<file path="config.mk">
export PLATFORM = sky130hd
export DESIGN_NAME = eewp_seq
export DESIGN_NICKNAME = d
export VERILOG_FILES = /design/src/rtl/eewp_pkg.sv /design/src/rtl/eewp_step_dec.sv /design/src/rtl/eewp_ucnt.sv /design/src/rtl/eewp_fsm.sv /design/src/rtl/eewp_stat.sv /design/src/rtl/eewp_seq.sv
export SDC_FILE = /design/constraint.sdc
export NUM_CORES = 1
export LEC_CHECK = 0
export BUFFER_PORTS_ARGS = -buffer_cell sky130_fd_sc_hd__buf_2
export CAP_MARGIN = 5
export CELL_PAD_IN_SITES_DETAIL_PLACEMENT = 0
export CELL_PAD_IN_SITES_GLOBAL_PLACEMENT = 1
export CORE_ASPECT_RATIO = 1.2
export CORE_UTILIZATION = 41
export CTS_CLUSTER_DIAMETER = 80
export DETAILED_ROUTE_END_ITERATION = 8
export GPL_TIMING_DRIVEN = 1
export PLACE_DENSITY_LB_ADDON = 0.1
export SLEW_MARGIN = 20
export SYNTH_ARGS = -nofsm -noshare
export SYNTH_HDL_FRONTEND = slang
export SYNTH_HIERARCHICAL = 1
export SYNTH_SLANG_ARGS = --single-unit
</file>
<file path="constraint.sdc">
create_clock -name clk -period 2.7 [get_ports clk]
set_clock_uncertainty 0.1 [all_clocks]
set_input_delay 0.135 -clock clk [delete_from_list [all_inputs] [get_ports clk]]
set_output_delay 0.135 -clock clk [all_outputs]
set_load 0.01 [all_outputs]
</file>
<file path="src/rtl/eewp_pkg.sv">
package eewp_pkg;
    localparam int unsigned EE_AW = 12;
    localparam int unsigned EE_DW = 8;

    localparam logic [EE_AW-1:0] CMD_ADR_LO = 12'h555;
    localparam logic [EE_AW-1:0] CMD_ADR_HI = 12'hAAA;
    localparam logic [EE_DW-1:0] KEY_ONE    = 8'hAA;
    localparam logic [EE_DW-1:0] KEY_TWO    = 8'h55;
    localparam logic [EE_DW-1:0] OP_LOCK    = 8'hA0;
    localparam logic [EE_DW-1:0] OP_PRE     = 8'h80;
    localparam logic [EE_DW-1:0] OP_OPEN    = 8'h20;

    typedef enum logic [2:0] {
        SQ_IDLE,
        SQ_K1,
        SQ_K2,
        SQ_ARM,
        SQ_U3,
        SQ_U4,
        SQ_U5,
        SQ_STORE
    } sq_state_t;

    typedef enum logic {
        ST_LOCK,
        ST_OPEN
    } st_kind_t;

    typedef struct packed {
        logic key1;
        logic key2;
        logic lock;
        logic pre;
        logic open;
    } step_hit_t;
endpackage

</file>
<file path="src/rtl/eewp_step_dec.sv">
module eewp_step_dec
    import eewp_pkg::*;
(
    input  logic [EE_AW-1:0] addr,
    input  logic [EE_DW-1:0] wdata,
    output step_hit_t        hit
);
    logic at_lo;
    logic at_hi;

    assign at_lo = (addr == CMD_ADR_LO);
    assign at_hi = (addr == CMD_ADR_HI);

    always_comb begin
        hit.key1 = at_lo && (wdata == KEY_ONE);
        hit.key2 = at_hi && (wdata == KEY_TWO);
        hit.lock = at_lo && (wdata == OP_LOCK);
        hit.pre  = at_lo && (wdata == OP_PRE);
        hit.open = at_lo && (wdata == OP_OPEN);
    end
endmodule

</file>
<file path="src/rtl/eewp_ucnt.sv">
module eewp_ucnt #(
    parameter int unsigned LIMIT = 121
) (
    input  logic clk,
    input  logic rst_n,
    input  logic clr,
    input  logic tick,
    output logic expire
);
    localparam int unsigned CW = $clog2(LIMIT + 1);
    localparam logic [CW-1:0] LIM_M1 = CW'(LIMIT - 1);

    logic [CW-1:0] cnt;

    always_ff @(posedge clk or negedge rst_n) begin
        if (!rst_n) begin
            cnt <= '0;
        end else if (clr) begin
            cnt <= '0;
        end else if (tick && (cnt != LIM_M1)) begin
            cnt <= cnt + CW'(1);
        end
    end

    assign expire = tick && !clr && (cnt == LIM_M1);
endmodule

</file>
<file path="src/rtl/eewp_fsm.sv">
module eewp_fsm
    import eewp_pkg::*;
(
    input  logic      clk,
    input  logic      rst_n,
    input  logic      wr_en,
    input  step_hit_t hit,
    input  logic      prot,
    input  logic      gap_exp,
    input  logic      wc_exp,
    output sq_state_t st,
    output logic      pass,
    output logic      go_store,
    output logic      commit_lock,
    output logic      commit_open
);
    sq_state_t nxt;
    st_kind_t  kind;
    st_kind_t  nxt_kind;

    always_ff @(posedge clk or negedge rst_n) begin
        if (!rst_n) begin
            st   <= SQ_IDLE;
            kind <= ST_LOCK;
        end else begin
            st <= nxt;
            if (go_store) begin
                kind <= nxt_kind;
            end
        end
    end

    always_comb begin
        nxt         = st;
        nxt_kind    = kind;
        pass        = 1'b0;
        go_store    = 1'b0;
        commit_lock = 1'b0;
        commit_open = 1'b0;
        unique case (st)
            SQ_IDLE: begin
                if (wr_en) begin
                    if (hit.key1) nxt = SQ_K1;
                    else          pass = !prot;
                end
            end
            SQ_K1, SQ_U4: begin
                if (wr_en) begin
                    if (hit.key2) begin
                        nxt = (st == SQ_K1) ? SQ_K2 : SQ_U5;
                    end else begin
                        nxt  = SQ_IDLE;
                        pass = !prot;
                    end
                end else if (gap_exp) begin
                    nxt = SQ_IDLE;
                end
            end
            SQ_K2: begin
                if (wr_en) begin
                    if (hit.lock) begin
                        nxt = SQ_ARM;
                    end else if (hit.pre) begin
                        nxt = SQ_U3;
                    end else begin
                        nxt  = SQ_IDLE;
                        pass = !prot;
                    end
                end else if (gap_exp) begin
                    nxt = SQ_IDLE;
                end
            end
            SQ_ARM: begin
                if (wr_en || gap_exp) begin
                    pass     = wr_en;
                    nxt      = SQ_STORE;
                    nxt_kind = ST_LOCK;
                    go_store = 1'b1;
                end
            end
            SQ_U3: begin
                if (wr_en) begin
                    if (hit.key1) begin
                        nxt = SQ_U4;
                    end else begin
                        nxt  = SQ_IDLE;
                        pass = !prot;
                    end
                end else if (gap_exp) begin
                    nxt = SQ_IDLE;
                end
            end
            SQ_U5: begin
                if (wr_en) begin
                    if (hit.open) begin
                        nxt      = SQ_STORE;
                        nxt_kind = ST_OPEN;
                        go_store = 1'b1;
                    end else begin
                        nxt  = SQ_IDLE;
                        pass = !prot;
                    end
                end else if (gap_exp) begin
                    nxt = SQ_IDLE;
                end
            end
            SQ_STORE: begin
                if (wc_exp) begin
                    nxt         = SQ_IDLE;
                    commit_lock = (kind == ST_LOCK);
                    commit_open = (kind == ST_OPEN);
                end
            end
        endcase
    end
endmodule

</file>
<file path="src/rtl/eewp_stat.sv">
module eewp_stat
    import eewp_pkg::*;
(
    input  logic             clk,
    input  logic             rst_n,
    input  logic             rd_en,
    input  logic             busy_store,
    input  logic             store_start,
    input  logic [EE_DW-1:0] arr_rdata,
    output logic [EE_DW-1:0] stat_q
);
    logic tgl;

    always_ff @(posedge clk or negedge rst_n) begin
        if (!rst_n) begin
            tgl    <= 1'b0;
            stat_q <= '0;
        end else begin
            if (store_start) begin
                tgl <= 1'b0;
            end else if (rd_en && busy_store) begin
                tgl <= ~tgl;
            end
            if (rd_en) begin
                if (busy_store) begin
                    stat_q <= {arr_rdata[EE_DW-1], ~tgl, arr_rdata[EE_DW-3:0]};
                end else begin
                    stat_q <= arr_rdata;
                end
            end
        end
    end
endmodule

</file>
<file path="src/rtl/eewp_seq.sv">
module eewp_seq
    import eewp_pkg::*;
#(
    parameter int unsigned TMO_US = 120,
    parameter int unsigned TWC_US = 200
) (
    input  logic             clk,
    input  logic             rst_n,
    input  logic             us_tick,
    input  logic             wr_en,
    input  logic             rd_en,
    input  logic [EE_AW-1:0] addr,
    input  logic [EE_DW-1:0] wdata,
    input  logic [EE_DW-1:0] arr_rdata,
    input  logic             nv_ld,
    input  logic             nv_val,
    output logic             arr_we,
    output logic [EE_AW-1:0] arr_addr,
    output logic [EE_DW-1:0] arr_wdata,
    output logic             prot_flag,
    output logic             rdy,
    output logic [EE_DW-1:0] stat_q
);
    localparam int unsigned GAP_LIM = TMO_US + 1;

    step_hit_t hit;
    sq_state_t st;
    logic      pass;
    logic      go_store;
    logic      commit_lock;
    logic      commit_open;
    logic      gap_exp;
    logic      wc_exp;
    logic      gap_clr;
    logic      in_store;

    assign in_store = (st == SQ_STORE);
    assign gap_clr  = wr_en || (st == SQ_IDLE) || in_store;
    assign rdy      = (st == SQ_IDLE);

    eewp_step_dec u_dec (
        .addr  (addr),
        .wdata (wdata),
        .hit   (hit)
    );

    eewp_ucnt #(.LIMIT(GAP_LIM)) u_gap (
        .clk    (clk),
        .rst_n  (rst_n),
        .clr    (gap_clr),
        .tick   (us_tick),
        .expire (gap_exp)
    );

    eewp_ucnt #(.LIMIT(TWC_US)) u_wc (
        .clk    (clk),
        .rst_n  (rst_n),
        .clr    (!in_store),
        .tick   (us_tick),
        .expire (wc_exp)
    );

    eewp_fsm u_fsm (
        .clk         (clk),
        .rst_n       (rst_n),
        .wr_en       (wr_en),
        .hit         (hit),
        .prot        (prot_flag),
        .gap_exp     (gap_exp),
        .wc_exp      (wc_exp),
        .st          (st),
        .pass        (pass),
        .go_store    (go_store),
        .commit_lock (commit_lock),
        .commit_open (commit_open)
    );

    eewp_stat u_stat (
        .clk         (clk),
        .rst_n       (rst_n),
        .rd_en       (rd_en),
        .busy_store  (in_store),
        .store_start (go_store),
        .arr_rdata   (arr_rdata),
        .stat_q      (stat_q)
    );

    // Protect flag: no reset, restored through nv_ld.
    always_ff @(posedge clk) begin
        if (nv_ld) begin
            prot_flag <= nv_val;
        end else if (commit_lock) begin
            prot_flag <= 1'b1;
        end else if (commit_open) begin
            prot_flag <= 1'b0;
        end
    end

    always_ff @(posedge clk or negedge rst_n) begin
        if (!rst_n) begin
            arr_we    <= 1'b0;
            arr_addr  <= '0;
            arr_wdata <= '0;
        end else begin
            arr_we <= pass;
            if (pass) begin
                arr_addr  <= addr;
                arr_wdata <= wdata;
            end
        end
    end
endmodule

</file>
* After elaboration in Yosys (flattened, before gate mapping)
Index checks and enable logic that the tools add are counted.
Word-level totals: memories kept 0, ROM bits 0, output and inout bits 31, bits in registers 50, bits of input ports 35, memory bits (writable) 0, logic and storage cells 114, bits in latches 0
Operators by class: reductions and logical operators 26, bitwise operators 2, mux-type cells 49, $mul 0, add/subtract/negate cells 2, shift operators 0, $lt $le $gt $ge 0, divide/modulo/power cells 0, eq/ne operators 25
Operators by type and width (count):
- $mux W3 | 15
- $eq A8 B8 Y1 const B | 4
- $mux W1 | 25
- $mux W7 | 3
- $pmux W3 S7 | 1
- $mux W8 | 2
- $eq A12 B11 Y1 const B | 1
- $eq A12 B12 Y1 const B | 1
- $eq A3 B3 Y1 const B | 4
- $logic_and A1 B1 Y1 | 12
- $add A8 B1 Y8 const B | 1
- $eq A8 B6 Y1 const B | 1
- $eq A8 B7 Y1 const B | 1
- $ne A2 B1 Y1 const B | 4
- $ne A8 B8 Y1 const B | 1
- $add A7 B1 Y7 const B | 1
- $eq A7 B7 Y1 const B | 1
- $ne A7 B7 Y1 const B | 1
- $eq A3 B2 Y1 const B | 2
- $ne A2 B2 Y1 const B | 3
- $reduce_bool A2 Y1 | 3
- $pmux W1 S5 | 1
- $reduce_and A5 Y1 | 1
- $pmux W1 S2 | 2
- 8 further kinds | 13

* Depth between registers and ports, before layout
Gate-level depths: netlist (run 1).
word-level depth 10, mapped depth 10, depth with buffers taken out 9

* Hierarchy
The synthesis (run 1) kept the hierarchy.
By module, submodules not included:
- eewp_seq | cells each 50, sequential area each 555.5 um^2, instances 1, area an instance 845.8 um^2
- eewp_ucnt (u_wc) | cells each 46, sequential area each 200.2 um^2, instances 1, area an instance 460.4 um^2
- eewp_fsm | cells each 59, sequential area each 100.1 um^2, instances 1, area an instance 444.2 um^2
- eewp_ucnt (u_gap) | cells each 42, sequential area each 175.2 um^2, instances 1, area an instance 395.4 um^2
- eewp_stat | cells each 24, sequential area each 225.2 um^2, instances 1, area an instance 386.6 um^2
- eewp_step_dec | cells each 21, sequential area each 0.0 um^2, instances 1, area an instance 178.9 um^2

* Worst setup path after synthesis (run 1)
Ideal clock, no wire load.
path type register to register, start point reg u_fsm.st[0], end point reg u_fsm.st[1], buffers on the path 1, setup time 118 ps, data arrival time 2110 ps, data required time 2482 ps, slack 372 ps, clock period less this slack 2328 ps, cell stages (with the launch flop) 11, cell sequence dfrtp_1 > nand3_2 > inv_2 > or3_1 > clkbuf_1 > nand2b_1 > nor4_1 > nor2_1 > o311ai_1 > a21oi_1 > a21o_1
On the way: elaborated cells between the ends (all ways) 28, those cells by class 11 x eq/ne; 6 x mux; 11 x reduce/logical
RTL lines:
- start: declaration | RTL line eewp_fsm.sv:11 | output sq_state_t st,
- start signal: assignment | RTL line eewp_fsm.sv:26 | st <= nxt;
- $eq A3 B3 Y1 * | RTL line eewp_seq.sv:37 | assign in_store = (st == SQ_STORE);
- named net in_store | RTL line eewp_seq.sv:35 | logic in_store;
- $logic_or A1 B1 Y1 * | RTL line eewp_seq.sv:38 | assign gap_clr = wr_en || (st == SQ_IDLE) || in_store;
- named net gap_clr | RTL line eewp_seq.sv:34 | logic gap_clr;
- $logic_not A1 Y1 * | RTL line eewp_ucnt.sv:25 | assign expire = tick && !clr && (cnt == LIM_M1);
- $logic_and A1 B1 Y1 * (2 in series) | RTL line eewp_ucnt.sv:25
- named net gap_exp | RTL line eewp_seq.sv:32 | logic gap_exp;
- $mux W3 / $logic_or A1 B1 Y1 (equally long branches)
- $mux W3, or another cell as far along
- $pmux W3 S7 / $reduce_and A4 Y1 (equally long branches)
The timed path passes the listed nets; every way through them passes the cells marked *. A chain may end at the register's enable or synchronous reset.

==> out/metrics.cfg, run 1 <==
[timing]
fmax_mhz = 392.3
tns_ps = 0
worstMarginPinSlew_ps = 436.7
post-route-period-util_pct = 94.41
hold_violations = 0
slew_headroom_pct = 70.88
slew_viol_final = 0
post-route-min-period_ps = 2549
rsz0062_at_grt = no
setup_violations = 0
hold_ws_ps = 18.71

[synthesis]
postSynthCellCount = 242
synth.distinct_cells = 56
synth_edf_count = 1
synthArstFlopShare_pct = 98.00
synth_common_cells = dfrtp_1, mux2_2, nor2_1
ys_top_cells_by_area = dfrtp_1, mux2_2, mux2_4, nor2_1, nand2b_1
syn_area_per_cell_um2 = 11.20
yosysWarnings = 6
syn-num-nets = 280
synth_ff_type = dfrtp_1
synth_area_leader_cell = dfrtp_1
netlist.area_leader.share_pct = 45.22
synthesis.area_mm2 = 0.002711
synth_seq_cells = 50
seq_area_frac_synth_pct = 46.33
yosysMostFrequentCell = dfrtp_1

[finish]
syn2layout_area_growth_pct = 28.93
n_antenna_cell = 0
finalInstanceArea_mm2 = 0.003496
nets = 377
drive_gt1_share_pct = 37.65

[pwr]
p_leak_nw = 1.529
power_density_mw_per_mm2 = 446.8
vdd_drop_max_v = 0.0002330
total_power_mw = 1.562

[global_routing]
grt-busiest-layer = met2
use_met3_pct = 3.719
grtUsageMet1_pct = 21.12
grt_max_degree = 33
track_usage_pct = 17.55
grt_pass1_vias = 2098
grt_overflow_total = 0
grt_pass1_wl_mm = 9.880
antenna_found_initial = 0
grt_use_met2_pct = 31.16

[clock_network]
cts.sink_count = 50
root_buffer = clkbuf_8
htreeDepth = 2
insertion_delay_ps = 300
cts_buffers = 5
clockBufferDepth = 2
clk_pin_slew_ps = 80
cts_tree = built

[job]
cap_violations = 0

[die]
die_w_um = 76.24
core_area_mm2 = 0.006406
start_util_pct = 42.32
io_pins = 66
die_area_mm2 = 0.006943
die_y_um = 91.08
placementRows = 32

[place]
gp_congestion = 0.7584
placed_cell_area_mm2 = 0.003157
place_hpwl_mm = 4.207
io_buffers = 65

[worst_setup_path]
criticalPathCategory = in -> reg
cp.required_ps = 2780
crit_fanout = 21
startpoint_type = primary input
cp.arrival_ps = 2630
cp-end-kind = flop

[drt]
routed_wl_mm = 5.953
via_count = 2226
viasPerCell = 5.238
drc = 0
drtPass1Iterations = 4
wl_per_cell_um = 14.01
drt_iter0_drc = 53
postRouteAntennaNets = 0

[outcome]
status = complete, no violations

[min_path]
worst_hold_path_type = in -> reg

-- critical path, stage by stage --
cell and delay (ps):
dlygate4sd3_1 530, buf_2 140, and4bb_2 330, nand3_2 140, nor4_2 310, nor2_1 60
o21ai_0 150, mux2i_1 100, o211a_1 220, buf_4 220, mux2_2 290
-- registers in the layout, indices dropped and copies added, names as in the netlist --
register	cells
arr_addr	12
arr_wdata	8
u_stat/stat_q	8
u_wc/cnt	8
u_gap/cnt	7
u_fsm/st	3
arr_we	1
prot_flag	1
u_fsm/kind	1
u_stat/tgl	1
-- routing by layer --
layer,wire [µm],vias to the layer above
met3,200,7
li1,-,1089
met5,0,-
met1,2608,1084
met2,3065,46
met4,78,0
-- cell usage in the layout (no fill, tap or decap), types with 2 or more instances in the layout --
cell	n
nor4b_4	2
xor2_1	3
o21a_1	3
nor3_1	4
nand4_1	8
and3_1	3
nand2_1	11
nor2b_1	3
clkbuf_8	5
ha_1	3
a31oi_1	2
a21bo_1	2
o21ai_0	7
nor3b_1	2
nand3_2	3
dfrtp_1	49
or3_1	7
nor4_1	2
inv_1	7
nand3_1	4
dlygate4sd3_1	22
nand3b_1	2
o31a_1	2
or2_1	2
buf_2	65
nand2b_1	9
clkbuf_1	2
nor4bb_1	2
o211a_1	2
mux2_2	22
buf_4	12
mux2i_1	4
a21o_1	2
mux2_4	9
nand4b_1	2
a21oi_1	11
nor2_1	17
-- timing repair --
action / in CTS / in global routing
buffers inserted: 0 / 2
endpoints found under the setup margin: 0 / 20
hold buffers: 22 / 0
endpoints found under the hold margin: 38 / 0
resized for setup: 0 / 3
-- per-stage QoR --
step | setup WS (ps) | cells | utilization [%]
after floorplan | 371.9 | 242 | -
after global placement | 274.9 | 393 | 49.28
after detailed placement | 251.7 | 393 | 49.28
after CTS | 67.41 | 423 | 54.02
after global routing | 2.984 | 425 | 54.57
final | 150.9 | 425 | 54.57
-- report_power, final --
group / leakage (nW) / switching [mW] / internal (mW)
clock: 0.0385 / 0.246 / 0.184
sequential: 0.630 / 0.0290 / 0.808
combinational: 0.861 / 0.139 / 0.156
total: 1.53 / 0.414 / 1.15
-- final timing paths --
path | slack [ps] | depth (start not counted) | start | endpoint
max | 150 | 11 | wdata[0] | arr_addr[1]
min | 20 | 2 | addr[1] | arr_addr[1]
max reg2reg | 410 | 10 | u_fsm/st[1] | u_fsm/st[1]
min reg2reg | 410 | 1 | u_stat/stat_q[2] | u_stat/stat_q[2]
max in group asynchronous | 1530 | 3 | rst_n | u_stat/stat_q[7]
min in group asynchronous | 200 | 2 | rst_n | arr_wdata[1]
-- cell type report --
type,instances,area [µm²]
flip-flops and latches,50,1256
inverters,8,30.03
clock buffers,7,76.32
fillers,600,2910
multi-input cells,175,1384
repair buffers,99,635.6
clock inverters,1,7.507
well taps,85,106.4
-- cells by family after synthesis --
logic type | synth area share (%)
AOI/OAI and AO/OA | 10.94
xor gates and xnor gates | 0.9693
adders and majority gates | 1.385
buffers and inverters | 3.369
DFF | 46.33
muxes | 15.60
and+or+nand+nor | 21.41
Note: power is estimated with default switching activity, not from simulation.
==> run 2, diff against run 1 <==
--- a/config.mk
+++ b/config.mk
@@ -5,7 +5,7 @@
 export SDC_FILE = /design/constraint.sdc
 export NUM_CORES = 1
 export LEC_CHECK = 0
-export BUFFER_PORTS_ARGS = -buffer_cell sky130_fd_sc_hd__buf_2
+export BUFFER_PORTS_ARGS = -buffer_cell sky130_fd_sc_hd__buf_4
 export CAP_MARGIN = 5
 export CELL_PAD_IN_SITES_DETAIL_PLACEMENT = 0
 export CELL_PAD_IN_SITES_GLOBAL_PLACEMENT = 1
@@ -15,6 +15,7 @@
 export DETAILED_ROUTE_END_ITERATION = 8
 export GPL_TIMING_DRIVEN = 1
 export PLACE_DENSITY_LB_ADDON = 0.1
+export REMOVE_ABC_BUFFERS = 1
 export SLEW_MARGIN = 20
 export SYNTH_ARGS = -nofsm -noshare
 export SYNTH_HDL_FRONTEND = slang
==> constraint.sdc (replaced) <==
create_clock -name clk -period 2.4 [get_ports clk]
set_clock_uncertainty 0.1 [all_clocks]
set_input_delay 0.12 -clock clk [delete_from_list [all_inputs] [get_ports clk]]
set_output_delay 0.12 -clock clk [all_outputs]
set_load 0.01 [all_outputs]
==> out/metrics.cfg, run 2 (synthesis results as in run 1) <==
[timing]
setup_violations = 0  ; unchanged
post-route-period-util_pct = 96.43
worstMarginPinSlew_ps = 627.9  ; was 436.7 ps
hold_violations = 0  ; unchanged
post-route-min-period_ps = 2314
slew_headroom_pct = 58.14  ; was 70.88%
slew_viol_final = 0  ; unchanged
fmax_mhz = 432.1

[clock_network]
cts_tree = built  ; unchanged
htreeDepth = 2  ; unchanged
cts.sink_count = 50  ; unchanged
clk_pin_slew_ps = 110  ; was 80 ps
insertion_delay_ps = 310  ; was 300 ps
root_buffer = clkbuf_8  ; unchanged
clockBufferDepth = 2  ; unchanged
cts_buffers = 5  ; unchanged

[finish]
drive_gt1_share_pct = 38.51  ; was 37.65%
final_common_cell = buf_4  ; was buf_2
final_cell_mix = buf_4, dfrtp_1, dlygate4sd3_1, mux2_2, nor2_1  ; was buf_2, dfrtp_1, mux2_2, dlygate4sd3_1, nor2_1
regMostFlops = arr_addr  ; unchanged
finalInstanceArea_mm2 = 0.003880  ; was 0.003496 mm²
final_util_pct = 60.57  ; was 54.57%
nets = 385  ; was 377
largest_reg_flops = 12  ; unchanged
num-fill-cells = 542  ; was 600
syn2layout_area_growth_pct = 43.10  ; was 28.93%
instances_no_fill = 433  ; was 425
n_antenna_cell = 0  ; unchanged

[pwr]
p_leak_nw = 1.720  ; was 1.529 nW
swShare_pct = 27.93  ; was 26.51%
power_density_mw_per_mm2 = 490.9  ; was 446.8 mW/mm²
seqPwrFrac_pct = 49.6  ; was 53.6%
power.internal_mw = 1.373  ; was 1.148 mW
vdd_drop_max_v = 0.0002812  ; was 0.0002330 V
clkPwrFrac_pct = 28.5  ; was 27.5%
switching_power_uw = 532.0  ; was 414.1 µW
combPwrFrac_pct = 21.9  ; was 18.9%

[place]
gp_congestion = 0.7665  ; was 0.7584
io_buffers = 65  ; unchanged
place_hpwl_mm = 4.224  ; was 4.207 mm
dp.cells = 395  ; was 393
placed_cell_area_mm2 = 0.003347  ; was 0.003157 mm²

[die]
die_area_mm2 = 0.006943  ; unchanged
core_area_mm2 = 0.006406  ; unchanged
io_pins = 66  ; unchanged
start_util_pct = 42.32  ; unchanged
die_w_um = 76.24  ; unchanged
placementRows = 32  ; unchanged
die_y_um = 91.08  ; unchanged

[drt]
drt_iter0_drc = 83  ; was 53
wl_per_cell_um = 15.23  ; was 14.01 µm
postRouteAntennaNets = 0  ; unchanged
drtPass1Iterations = 4  ; unchanged
via_count = 2269  ; was 2226
viasPerCell = 5.240  ; was 5.238
drc = 0  ; unchanged
routed_wl_mm = 6.596  ; was 5.953 mm

[global_routing]
grt_pass1_wl_mm = 10.58  ; was 9.880 mm
grt_pass1_vias = 2249  ; was 2098
grt_max_degree = 50  ; was 33
antenna_found_initial = 0  ; unchanged
grtUsageMet1_pct = 22.99  ; was 21.12%
grt-busiest-layer = met2  ; unchanged
grt_overflow_total = 0  ; unchanged
track_usage_pct = 18.91  ; was 17.55%
grt_use_met2_pct = 33.86  ; was 31.16%
use_met3_pct = 3.518  ; was 3.719%

[job]
cap_violations = 0  ; unchanged

[outcome]
status = complete, no violations  ; unchanged

[worst_setup_path]
cp-end-kind = flop  ; unchanged
cp.arrival_ps = 2420  ; was 2630 ps
cp.required_ps = 2510  ; was 2780 ps
startpoint_type = primary input  ; unchanged
crit_fanout = 10  ; was 21
criticalPathCategory = in -> reg  ; unchanged

[min_path]
worst_hold_path_type = in -> reg  ; unchanged

run 2: final cells by class:
| cell class | count | area [µm²] | area share (%) |
|---|---|---|---|
| Clock inverter | 3 | 28.78 | 0.7417 |
| Tap cell | 85 | 106.4 | 2.741 |
| Multi-Input combinational cell | 175 | 1443 | 37.18 |
| Timing Repair Buffer | 107 | 947.2 | 24.41 |
| Sequential cell | 50 | 1256 | 32.38 |
| Clock buffer | 5 | 68.82 | 1.774 |
| Inverter | 8 | 30.03 | 0.7739 |
run 2: repair_timing:
item,in CTS,in global routing
hold buffers,31,0
gates resized for setup,0,21
setup endpoints to repair,0,23
hold endpoints to repair,79,0
buffers inserted,0,2
run 2: stage by stage:
| stage | worst slack (ps) | total power, mW | setup TNS, ps | hold WS (ps) |
|---|---|---|---|---|
| floorplan | -106.4 | 1.107 | -260.8 | -275.6 |
| global placement | 161.3 | 1.317 | 0 | 91.47 |
| detailed placement | 123.0 | 1.321 | 0 | 91.01 |
| CTS | 9.625 | 1.911 | 0 | 2.688 |
| global route | -0.6564 | 1.995 | -0.6564 | 5.596 |
| finish | 85.67 | 1.905 | 0 | 11.90 |
run 2: metal layers:
metal,up-vias,routed length [µm],share of wire (%)
met4,0,118,1.8
met2,51,3383,51
li1,1103,-,-
met3,10,265,4.0
met5,-,0,0
met1,1105,2828,43
run 2: worst paths after layout:
check                      slack (ps)               end  depth (start not counted)        start
max in group asynchronous        1520      u_gap/cnt[0]                          2        rst_n
min in group asynchronous         250      arr_wdata[3]                          2        rst_n
max                                90       arr_addr[2]                         11     wdata[1]
min reg2reg                       420       arr_addr[6]                          1  arr_addr[6]
min                                10  u_stat/stat_q[6]                          2        rd_en
max reg2reg                       180       u_fsm/st[0]                          9  u_wc/cnt[0]
run 2: worst max-delay path, cell delays in order:
cell,delay (ps)
dlygate4sd3_1,540
buf_4,150
nor2_4,140
nand3_4,120
nor4b_4,300
nand2_1,70
o21ai_1,70
mux2i_1,80
o211a_2,350
clkbuf_16,190
mux2_2,280
run 2: power groups by stage:
stage / sequential, mW / clock (mW) / combinational (mW)
after floorplan: 0.992 / 0 / 0.115
after global placement: 0.959 / 0 / 0.359
after detailed placement: 0.960 / 0 / 0.362
after CTS: 0.942 / 0.566 / 0.403
after global routing: 0.955 / 0.595 / 0.446
final: 0.944 / 0.543 / 0.418
